===== config.mk =====
export PLATFORM = sky130hd
export DESIGN_NAME = sized_cc_alu
export DESIGN_NICKNAME = d
export VERILOG_FILES = /design/src/rtl/cc_alu_pkg.sv /design/src/rtl/cc_arith_lanes.sv /design/src/rtl/cc_result_mux.sv /design/src/rtl/cc_flag_rules.sv /design/src/rtl/sized_cc_alu.sv
export SDC_FILE = /design/constraint.sdc
export NUM_CORES = 1
export LEC_CHECK = 0
export ABC_CLOCK_PERIOD_IN_PS = 8550
export CORE_UTILIZATION = 55
export DETAILED_ROUTE_END_ITERATION = 8
export HOLD_SLACK_MARGIN = 0.03
export PLACE_DENSITY_LB_ADDON = 0.08
export SLEW_MARGIN = 10
export SYNTH_ARGS = -nofsm -noshare
export SYNTH_HDL_FRONTEND = slang
export SYNTH_SLANG_ARGS = --single-unit

===== constraint.sdc =====
create_clock -name clk -period 8.55 [get_ports clk]
set_input_delay 1.71 -clock clk [delete_from_list [all_inputs] [get_ports clk]]
set_output_delay 1.71 -clock clk [all_outputs]
set_load 0.03 [all_outputs]

===== src/rtl/cc_alu_pkg.sv =====
package cc_alu_pkg;

    localparam int DATA_W = 32;
    localparam int LANES  = 3;

    typedef enum logic [3:0] {
        OP_ADD = 4'd0,
        OP_SUB = 4'd1,
        OP_CMP = 4'd2,
        OP_AND = 4'd3,
        OP_OR  = 4'd4,
        OP_XOR = 4'd5,
        OP_NOT = 4'd6,
        OP_TST = 4'd7,
        OP_CLR = 4'd8
    } alu_op_e;

    typedef struct packed {
        logic x;
        logic n;
        logic z;
        logic v;
        logic c;
    } ccr_t;

    // Width in bits of lane i (8, 16, 32, ...)
    function automatic int lane_w(input int i);
        return 8 << i;
    endfunction

    // Lane index chosen by the size code; codes past the widest lane saturate
    function automatic int lane_of(input logic [1:0] sz);
        return (int'(sz) >= LANES) ? LANES - 1 : int'(sz);
    endfunction

    function automatic logic [DATA_W-1:0] size_mask(input logic [1:0] sz);
        return {DATA_W{1'b1}} >> (DATA_W - lane_w(lane_of(sz)));
    endfunction

    function automatic logic op_writes(input alu_op_e op);
        case (op)
            OP_ADD, OP_SUB, OP_AND, OP_OR, OP_XOR, OP_NOT, OP_CLR: return 1'b1;
            default: return 1'b0;
        endcase
    endfunction

endpackage


===== src/rtl/cc_arith_lanes.sv =====
module cc_arith_lanes
    import cc_alu_pkg::*;
#(
    parameter int W = DATA_W,
    parameter int N = LANES
) (
    input  logic                 sub_i,
    input  logic [W-1:0]         src_i,
    input  logic [W-1:0]         dst_i,
    output logic [N-1:0][W-1:0]  sum_o,
    output logic [N-1:0]         carry_o,
    output logic [N-1:0]         ovf_o
);

    for (genvar i = 0; i < N; i++) begin : g_lane
        localparam int LW = lane_w(i);
        logic [LW-1:0] a;
        logic [LW-1:0] b;
        logic [LW:0]   ext;
        logic [W-1:0]  wide;

        assign a   = src_i[LW-1:0];
        assign b   = dst_i[LW-1:0];
        assign ext = sub_i ? ({1'b0, b} - {1'b0, a}) : ({1'b0, b} + {1'b0, a});

        always_comb begin
            wide         = '0;
            wide[LW-1:0] = ext[LW-1:0];
        end

        assign sum_o[i]   = wide;
        assign carry_o[i] = ext[LW];
        assign ovf_o[i]   = sub_i
            ? ((a[LW-1] != b[LW-1]) && (ext[LW-1] != b[LW-1]))
            : ((a[LW-1] == b[LW-1]) && (ext[LW-1] != a[LW-1]));
    end

endmodule


===== src/rtl/cc_result_mux.sv =====
module cc_result_mux
    import cc_alu_pkg::*;
#(
    parameter int W = DATA_W,
    parameter int N = LANES
) (
    input  alu_op_e              op_i,
    input  logic [1:0]           size_i,
    input  logic [W-1:0]         src_i,
    input  logic [W-1:0]         dst_i,
    input  logic [N-1:0][W-1:0]  sum_i,
    input  logic [N-1:0]         carry_i,
    input  logic [N-1:0]         ovf_i,
    output logic [W-1:0]         res_o,
    output logic                 wb_o,
    output logic                 neg_o,
    output logic                 zero_o,
    output logic                 carry_o,
    output logic                 ovf_o
);

    int            lane;
    logic [W-1:0]  mask;
    logic [W-1:0]  raw;
    logic [W-1:0]  sized;

    always_comb begin
        lane = lane_of(size_i);
        mask = size_mask(size_i);
        case (op_i)
            OP_ADD, OP_SUB, OP_CMP: raw = sum_i[lane];
            OP_AND:                 raw = src_i & dst_i;
            OP_OR:                  raw = src_i | dst_i;
            OP_XOR:                 raw = src_i ^ dst_i;
            OP_NOT:                 raw = ~dst_i;
            OP_TST:                 raw = dst_i;
            default:                raw = '0;
        endcase
        sized   = raw & mask;
        neg_o   = sized[lane_w(lane) - 1];
        zero_o  = (sized == '0);
        carry_o = carry_i[lane];
        ovf_o   = ovf_i[lane];
        wb_o    = op_writes(op_i);
        res_o   = wb_o ? ((dst_i & ~mask) | sized) : dst_i;
    end

endmodule


===== src/rtl/cc_flag_rules.sv =====
module cc_flag_rules
    import cc_alu_pkg::*;
(
    input  alu_op_e op_i,
    input  ccr_t    cur_i,
    input  logic    neg_i,
    input  logic    zero_i,
    input  logic    carry_i,
    input  logic    ovf_i,
    output ccr_t    next_o
);

    always_comb begin
        next_o = cur_i;
        case (op_i)
            OP_ADD, OP_SUB: next_o = '{x: carry_i, n: neg_i, z: zero_i, v: ovf_i, c: carry_i};
            OP_CMP:         next_o = '{x: cur_i.x, n: neg_i, z: zero_i, v: ovf_i, c: carry_i};
            OP_AND, OP_OR, OP_XOR, OP_NOT, OP_TST:
                            next_o = '{x: cur_i.x, n: neg_i, z: zero_i, v: 1'b0, c: 1'b0};
            OP_CLR:         next_o = '{x: cur_i.x, n: 1'b0, z: 1'b1, v: 1'b0, c: 1'b0};
            default:        next_o = cur_i;
        endcase
    end

endmodule


===== src/rtl/sized_cc_alu.sv =====
module sized_cc_alu
    import cc_alu_pkg::*;
(
    input  logic              clk,
    input  logic              rst,
    input  logic              valid_i,
    input  logic [3:0]        op_i,
    input  logic [1:0]        size_i,
    input  logic [DATA_W-1:0] src_i,
    input  logic [DATA_W-1:0] dst_i,
    output logic [DATA_W-1:0] res_o,
    output logic              wb_o,
    output logic [4:0]        ccr_o
);

    alu_op_e                     op;
    logic                        is_sub;
    logic [LANES-1:0][DATA_W-1:0] lane_sum;
    logic [LANES-1:0]            lane_carry;
    logic [LANES-1:0]            lane_ovf;
    logic                        neg, zero, carry, ovf;
    ccr_t                        ccr_q, ccr_d;

    assign op     = alu_op_e'(op_i);
    assign is_sub = (op == OP_SUB) || (op == OP_CMP);

    cc_arith_lanes #(.W(DATA_W), .N(LANES)) u_lanes (
        .sub_i   (is_sub),
        .src_i   (src_i),
        .dst_i   (dst_i),
        .sum_o   (lane_sum),
        .carry_o (lane_carry),
        .ovf_o   (lane_ovf)
    );

    cc_result_mux #(.W(DATA_W), .N(LANES)) u_mux (
        .op_i    (op),
        .size_i  (size_i),
        .src_i   (src_i),
        .dst_i   (dst_i),
        .sum_i   (lane_sum),
        .carry_i (lane_carry),
        .ovf_i   (lane_ovf),
        .res_o   (res_o),
        .wb_o    (wb_o),
        .neg_o   (neg),
        .zero_o  (zero),
        .carry_o (carry),
        .ovf_o   (ovf)
    );

    cc_flag_rules u_flags (
        .op_i    (op),
        .cur_i   (ccr_q),
        .neg_i   (neg),
        .zero_i  (zero),
        .carry_i (carry),
        .ovf_i   (ovf),
        .next_o  (ccr_d)
    );

    always_ff @(posedge clk) begin
        if (rst)          ccr_q <= '0;
        else if (valid_i) ccr_q <= ccr_d;
    end

    assign ccr_o = ccr_q;

endmodule


### Word-level counts from Yosys, hierarchy flattened

Index checks and enable logic that the tools add are counted.

| word-level totals | value |
|---|---|
| bits in registers | 5 |
| latch bits | 0 |
| bits in writable memories | 0 |
| memory bits (read-only) | 0 |
| bits of input ports | 73 |
| memories | 0 |

| cells by class | value |
|---|---|
| $add $sub $neg | 8 |
| $mul | 0 |
| divide/modulo/power cells | 0 |
| $lt $le $gt $ge | 3 |
| eq/ne operators | 20 |
| shift operators | 2 |
| multiplexer cells | 23 |
| bitwise gates (word level) | 11 |
| reductions and logical operators | 16 |

Operators by type and width:

| operator | count |
|---|---|
| $pmux 32 s6 | 1 |
| $and 32x32->32 | 3 |
| $mux 32 | 3 |
| $bmux 32 s2 | 1 |
| $not 32->32 | 2 |
| $or 32x32->32 | 2 |
| $add 32x32->33 | 1 |
| $mux 33 | 1 |
| $sub 32x32->33 | 1 |
| $logic_not 32->1 | 1 |
| $lt 32x4->1 const B | 1 |
| $lt 32x7->1 const B | 1 |
| $shl 4x32->32 const A | 1 |
| $shr 32x32->32 const A | 1 |
| $sub 32x2->32 const B | 1 |
| $sub 7x32->32 const A | 1 |
| $xor 32x32->32 | 1 |
| $pmux 5 s4 | 1 |
| $add 16x16->17 | 1 |
| $mux 17 | 1 |
| $sub 16x16->17 | 1 |
| $eq 4x3->1 const B | 4 |
| $mux 1 | 10 |
| $add 8x8->9 | 1 |
| other kinds (22) | 41 |

### Depth between registers and ports, before layout

Gate-level depths: netlist of run 1.

| depth | value |
|---|---|
| depth in word-level cells | 12 |
| mapped depth | 20 |

### Cells and area by module

From an unflattened synthesis of run 1, not the netlist that was laid out.

| second synthesis, totals | value |
|---|---|
| cells, all modules | 1,080 |
| area, all modules | 7,225.7 sq um |

Modules (own cells, without submodules):

| module | times used | cells an instance | area an instance (sq um) | sequential area each (sq um) |
|---|---|---|---|---|
| cc_result_mux | 1 | 597 | 3,888.7 | 0.0 |
| cc_arith_lanes | 1 | 451 | 3,044.2 | 0.0 |
| sized_cc_alu | 1 | 18 | 193.9 | 100.1 |
| cc_flag_rules | 1 | 14 | 98.8 | 0.0 |

### Worst setup path before layout of run 1

OpenSTA, ideal clock, no wires.

| timing path | value |
|---|---|
| path type | input -> output |
| start | in op_i[1] |
| end | out res_o[31] |
| arrival | 5.818 ns |
| path slack | 1.022 ns |
| cell stages on the path | 17 |
| cells stage by stage | clkbuf_1 > xor2_1 > and2_1 > clkbuf_1 > clkbuf_1 > clkbuf_1 > a21oi_1 > xnor2_1 > ha_1 > a21oi_2 > o21ai_1 > a311o_1 > a2111o_1 > a31o_2 > nor3_1 > nor3_1 > o21ai_0 |

| between the ends | value |
|---|---|
| word-level cells in the longest chain between the ends | 10 |
| elaborated cells on any way between the ends | 21 |
| classes of those cells | eq/ne (8); mux (7); bitwise (2); reduce/logical (4) |

RTL lines:

| element | line | text |
|---|---|---|
| start: declaration | sized_cc_alu.sv:7 | `input logic [3:0] op_i,` |
| $eq 4x1->1 or $eq 4x2->1 (tied branches) | cc_alu_pkg.sv:41, cc_result_mux.sv:30, sized_cc_alu.sv:25 |  |
| $logic_or 1x1->1 | sized_cc_alu.sv:25 | `assign is_sub = (op == OP_SUB) \|\| (op == OP_CMP);` |
| $mux 33 | cc_arith_lanes.sv:24 | `assign ext = sub_i ? ({1'b0, b} - {1'b0, a}) : ({1'b0, b} + {1'b0, a});` |
| $bmux 32 s2 | cc_result_mux.sv:31 | `OP_ADD, OP_SUB, OP_CMP: raw = sum_i[lane];` |
| $mux 32 (implied by the code) (2 in a row) | cc_result_mux.sv:31 |  |
| $pmux 32 s6 | cc_result_mux.sv:30 | `case (op_i)` |
| $and 32x32->32 | cc_result_mux.sv:39 | `sized = raw & mask;` |
| $or 32x32->32 | cc_result_mux.sv:45 | `res_o = wb_o ? ((dst_i & ~mask) \| sized) : dst_i;` |
| $mux 32 * | cc_result_mux.sv:45 |  |
| end: declaration | sized_cc_alu.sv:11 | `output logic [DATA_W-1:0] res_o,` |

Every way passes the cells marked *; elsewhere a longest branch is shown, timed or not. The select of a mux whose other input is x is not followed.

### Worst setup path after layout of run 1

| timing path | value |
|---|---|
| start | in src_i[14] |
| end | out res_o[29] |

| between the ends | value |
|---|---|
| word-level cells in the longest chain between the ends | 9 |
| elaborated cells on any way between the ends | 10 |
| classes of those cells | add/sub (2); mux (6); bitwise (2) |

RTL lines:

| element | line | text |
|---|---|---|
| start: declaration | sized_cc_alu.sv:9 | `input logic [DATA_W-1:0] src_i,` |
| $add 32x32->33 or $sub 32x32->33 (tied branches) | cc_arith_lanes.sv:24 |  |
| $mux 33 * | cc_arith_lanes.sv:24 |  |
| $bmux 32 s2 * | cc_result_mux.sv:31 |  |
| $mux 32 (implied by the code) * (2 in a row) | cc_result_mux.sv:31 |  |
| $pmux 32 s6 * | cc_result_mux.sv:30 |  |
| $and 32x32->32 * | cc_result_mux.sv:39 |  |
| $or 32x32->32 * | cc_result_mux.sv:45 |  |
| $mux 32 * | cc_result_mux.sv:45 |  |

Marked as above.

==> metrics, run 1 <==
Final HPWL DP=16.4 mm; core box area=approximately 9900 um^2; mux share of post-synthesis cell area=0.0165; Post-CTS Setup Inserts=0; post-synthesis xor/xnor area fraction=0.0934; actual slew at the worst max-slew pin=1.00 ns; Yosys reg bits=5; # DRC=0; CP peak stage delay=0.66 ns; antenna viol nets, final=0; Num CTS Buffers=3; Syn Area/Cell=6.75 um^2; Crit Path Class=input pin to primary output; largest family of logic cells by synthesized area=compound AO/OA/AOI/OAI gates; Worst Setup End Kind=primary output; Final Power=637 uW; crit path cell chain=clkdlybuf4s50_1 > or4_1 > or3_1 > nor2_1 > and3_1 > a41oi_1 > xnor2_1 > ha_1 > a21o_1 > a21o_1 > a21oi_1 > o21ai_0 > a21oi_1 > o221ai_1 > xnor2_1 > nand2b_1 > a21oi_1 > a21o_1 > clkdlybuf4s50_1; antenna violations before repair=0; Clk Latency, worst-skew pair=0.22 ns; Post-synth EDFFs=0; # diodes=0; GP Congestion=1.05; Max IR drop VDD=51.6 uV; most frequent cells in the layout=clkdlybuf4s50_1, ha_1, nand2_1; Period Utilization, post-route=0.964; Register Area=100 um^2; Crit path max-delay family=simple AND/OR/NAND/NOR gates; WP buf/inv=2; Syn Inst Count=between 800 and 900; commonest non-fill, non-tap cell in the layout=clkdlybuf4s50_1; Total Wirelength=21.1 mm; post-synth top area share=0.214; Leak=3.19 nW; Fillers=840; total vias in the final route=7,110; max reg flops=5; clk root buf=clkbuf_8; Yosys cell types=80; vias in the first global route=6,950; clock skew=0 ns; crit-path max FO=5; startpoint types=input pin; First DRT Iteration DRCs=714; clock sink total=5; row count=36; layout cells sized above 1=0.0646; max cap viols=0; All-Layer GR Usage=0.375; Die H=around 100 um; max-slew violations=0; CTS HTree Levels=1; ys async rst share=0; Crit path arrival time=6.54 ns; Initial Util=0.573; fmax=121 MHz; worst min path class=register to register; drt wl/cell=slightly below 20 um; largest cells by area after synthesis=ha_1, xnor2_1, o21ai_0; Req. time, crit path=between 6 and 7 ns; first-pass GRT wire length=approximately 33 mm; clock tree buffer depth=2; Multi-input gate area=about 5200 um^2; Post-Layout Cell Count=1,078; Total Nets Final=1,117; CTS tree=built; drt pass-1 iters=8; ys flop type=dfxtp_1; I/O pins=111; Die X-Extent=between 100 and 150 um; Setup Viol. Count Final=0; largest net degree at the start of global routing=33; RSZ-0062 raised after global routing=no; simple-gate share of the synthesized area=0.211; pre-CTS setup slack=roughly 0.22 ns; Synth Net Count=1,013; register area share after synthesis=0.0176; CP max stage cell=clkdlybuf4s50_1; Compound-Gate Fraction of Synth Area=0.365; Final Hold Viols=0; TNS Setup=0 ns; vias per cell=6.60; Cells after DPL=1,074; Synth Area in Adders=0.217; Yosys top cell by area=ha_1; Setup WS post-layout=0.304 ns; Cell Area, Synth=between 5000 and 6000 um^2; Reg clk slew, reported paths=0.04 ns; P per Cell Area=89.7 nW/um^2; P&R area growth vs syn=24.9%; minimum clock period=8.25 ns; Yosys warnings=0; GR Overflow Total=0; PortBufs=110; outcome=complete, no violations; die area=~11,000 um^2; relative slew slack=0.332
## repair_timing
action,in CTS,in global routing
setup endpoints to repair,0,4
hold buffers,0,0
resized for setup,0,4
## stage by stage
step	hold slack (ns)	utilization	area (um^2)
after floorplan	0.571	-	5680
after global placement	0.463	0.711	7050
after detailed placement	0.463	0.711	7050
after CTS	0.468	0.716	7090
after global routing	0.487	0.716	7100
final	0.481	0.716	7100
## per-layer routing
| layer | routed length, um | vias up | global-route usage | part of all wire |
|---|---|---|---|---|
| met1 | 7960 | 3246 | 0.441 | 0.38 |
| met5 | 0 | - | 0 | 0 |
| met4 | 1230 | 0 | 0.236 | 0.058 |
| li1 | - | 3304 | - | - |
| met2 | 10000 | 447 | 0.662 | 0.47 |
| met3 | 1930 | 113 | 0.0245 | 0.091 |
## Yosys cell counts, drive strengths merged, types with 3 or more instances
cell type,number
a21oi,68
a21o,21
buf,11
and4,3
and2,5
a211oi,12
o211ai,21
xnor2,51
xor2,7
clkbuf,34
a22o,3
nand3b,4
o21a,5
a2111oi,5
a221oi,10
dfxtp,5
a21boi,4
nor2,51
a22oi,21
o21ai,80
nand2b,6
nor2b,6
o2111ai,4
or2,3
inv,71
a41oi,3
nor3,17
and3,9
o31ai,10
ha,97
mux2i,6
nand3,17
nand2,90
or3,5
mux2,3
nor4,4
a31oi,13
nand4,14
## logic make-up (layout without fill, tap and decap cells)
| kind of cell | after synthesis | in the layout |
|---|---|---|
| flops | 5 | 5 |
| compound gates | 309 | 309 |
| fa+ha+maj | 98 | 98 |
| mux | 9 | 9 |
| xor+xnor | 59 | 59 |
| buf+inv | 116 | 219 |
| simple gates | 246 | 246 |
## area by class of cell
class,instances,area share
clock buffer,4,0.00634
sequential,5,0.0141
tap,133,0.0234
inverter,71,0.0375
multi-input combinational,721,0.727
timing repair buffer,144,0.192
## worst min-delay path: cells and delay by family, from the launching register on
| family | cells | cell delay (ns) |
|---|---|---|
| DFF | 1 | 0.32 |
| and+or+nand+nor | 1 | 0.06 |
| AOI/OAI and AO/OA | 1 | 0.05 |
## power by group
group          internal, mW  total [mW]  switching, mW  leakage (nW)
sequential           0.0244      0.0251       0.000683        0.0406
combinational         0.238       0.567          0.329          3.12
clock                0.0321      0.0443         0.0122        0.0228
## path summary, 6_finish.rpt
path	start	to	slack [ns]	depth (start not counted)
worst max-delay path	src_i[14]	res_o[29]	0.30	19
worst min-delay path	ccr_o[3]	ccr_o[3]	0.48	2
worst max register to register	ccr_o[2]	ccr_o[2]	5.75	8
worst min register to register	ccr_o[3]	ccr_o[3]	0.48	2
(Power assumes the default switching activity.)
==> run 2: changes to the inputs <==
--- a/config.mk
+++ b/config.mk
@@ -10,6 +10,7 @@
 export DETAILED_ROUTE_END_ITERATION = 8
 export HOLD_SLACK_MARGIN = 0.03
 export PLACE_DENSITY_LB_ADDON = 0.08
+export SKIP_LAST_GASP = 1
 export SLEW_MARGIN = 10
 export SYNTH_ARGS = -nofsm -noshare
 export SYNTH_HDL_FRONTEND = slang
==> results of run 2 <==
Final layout, timing and power as in run 1 (identical DEF).
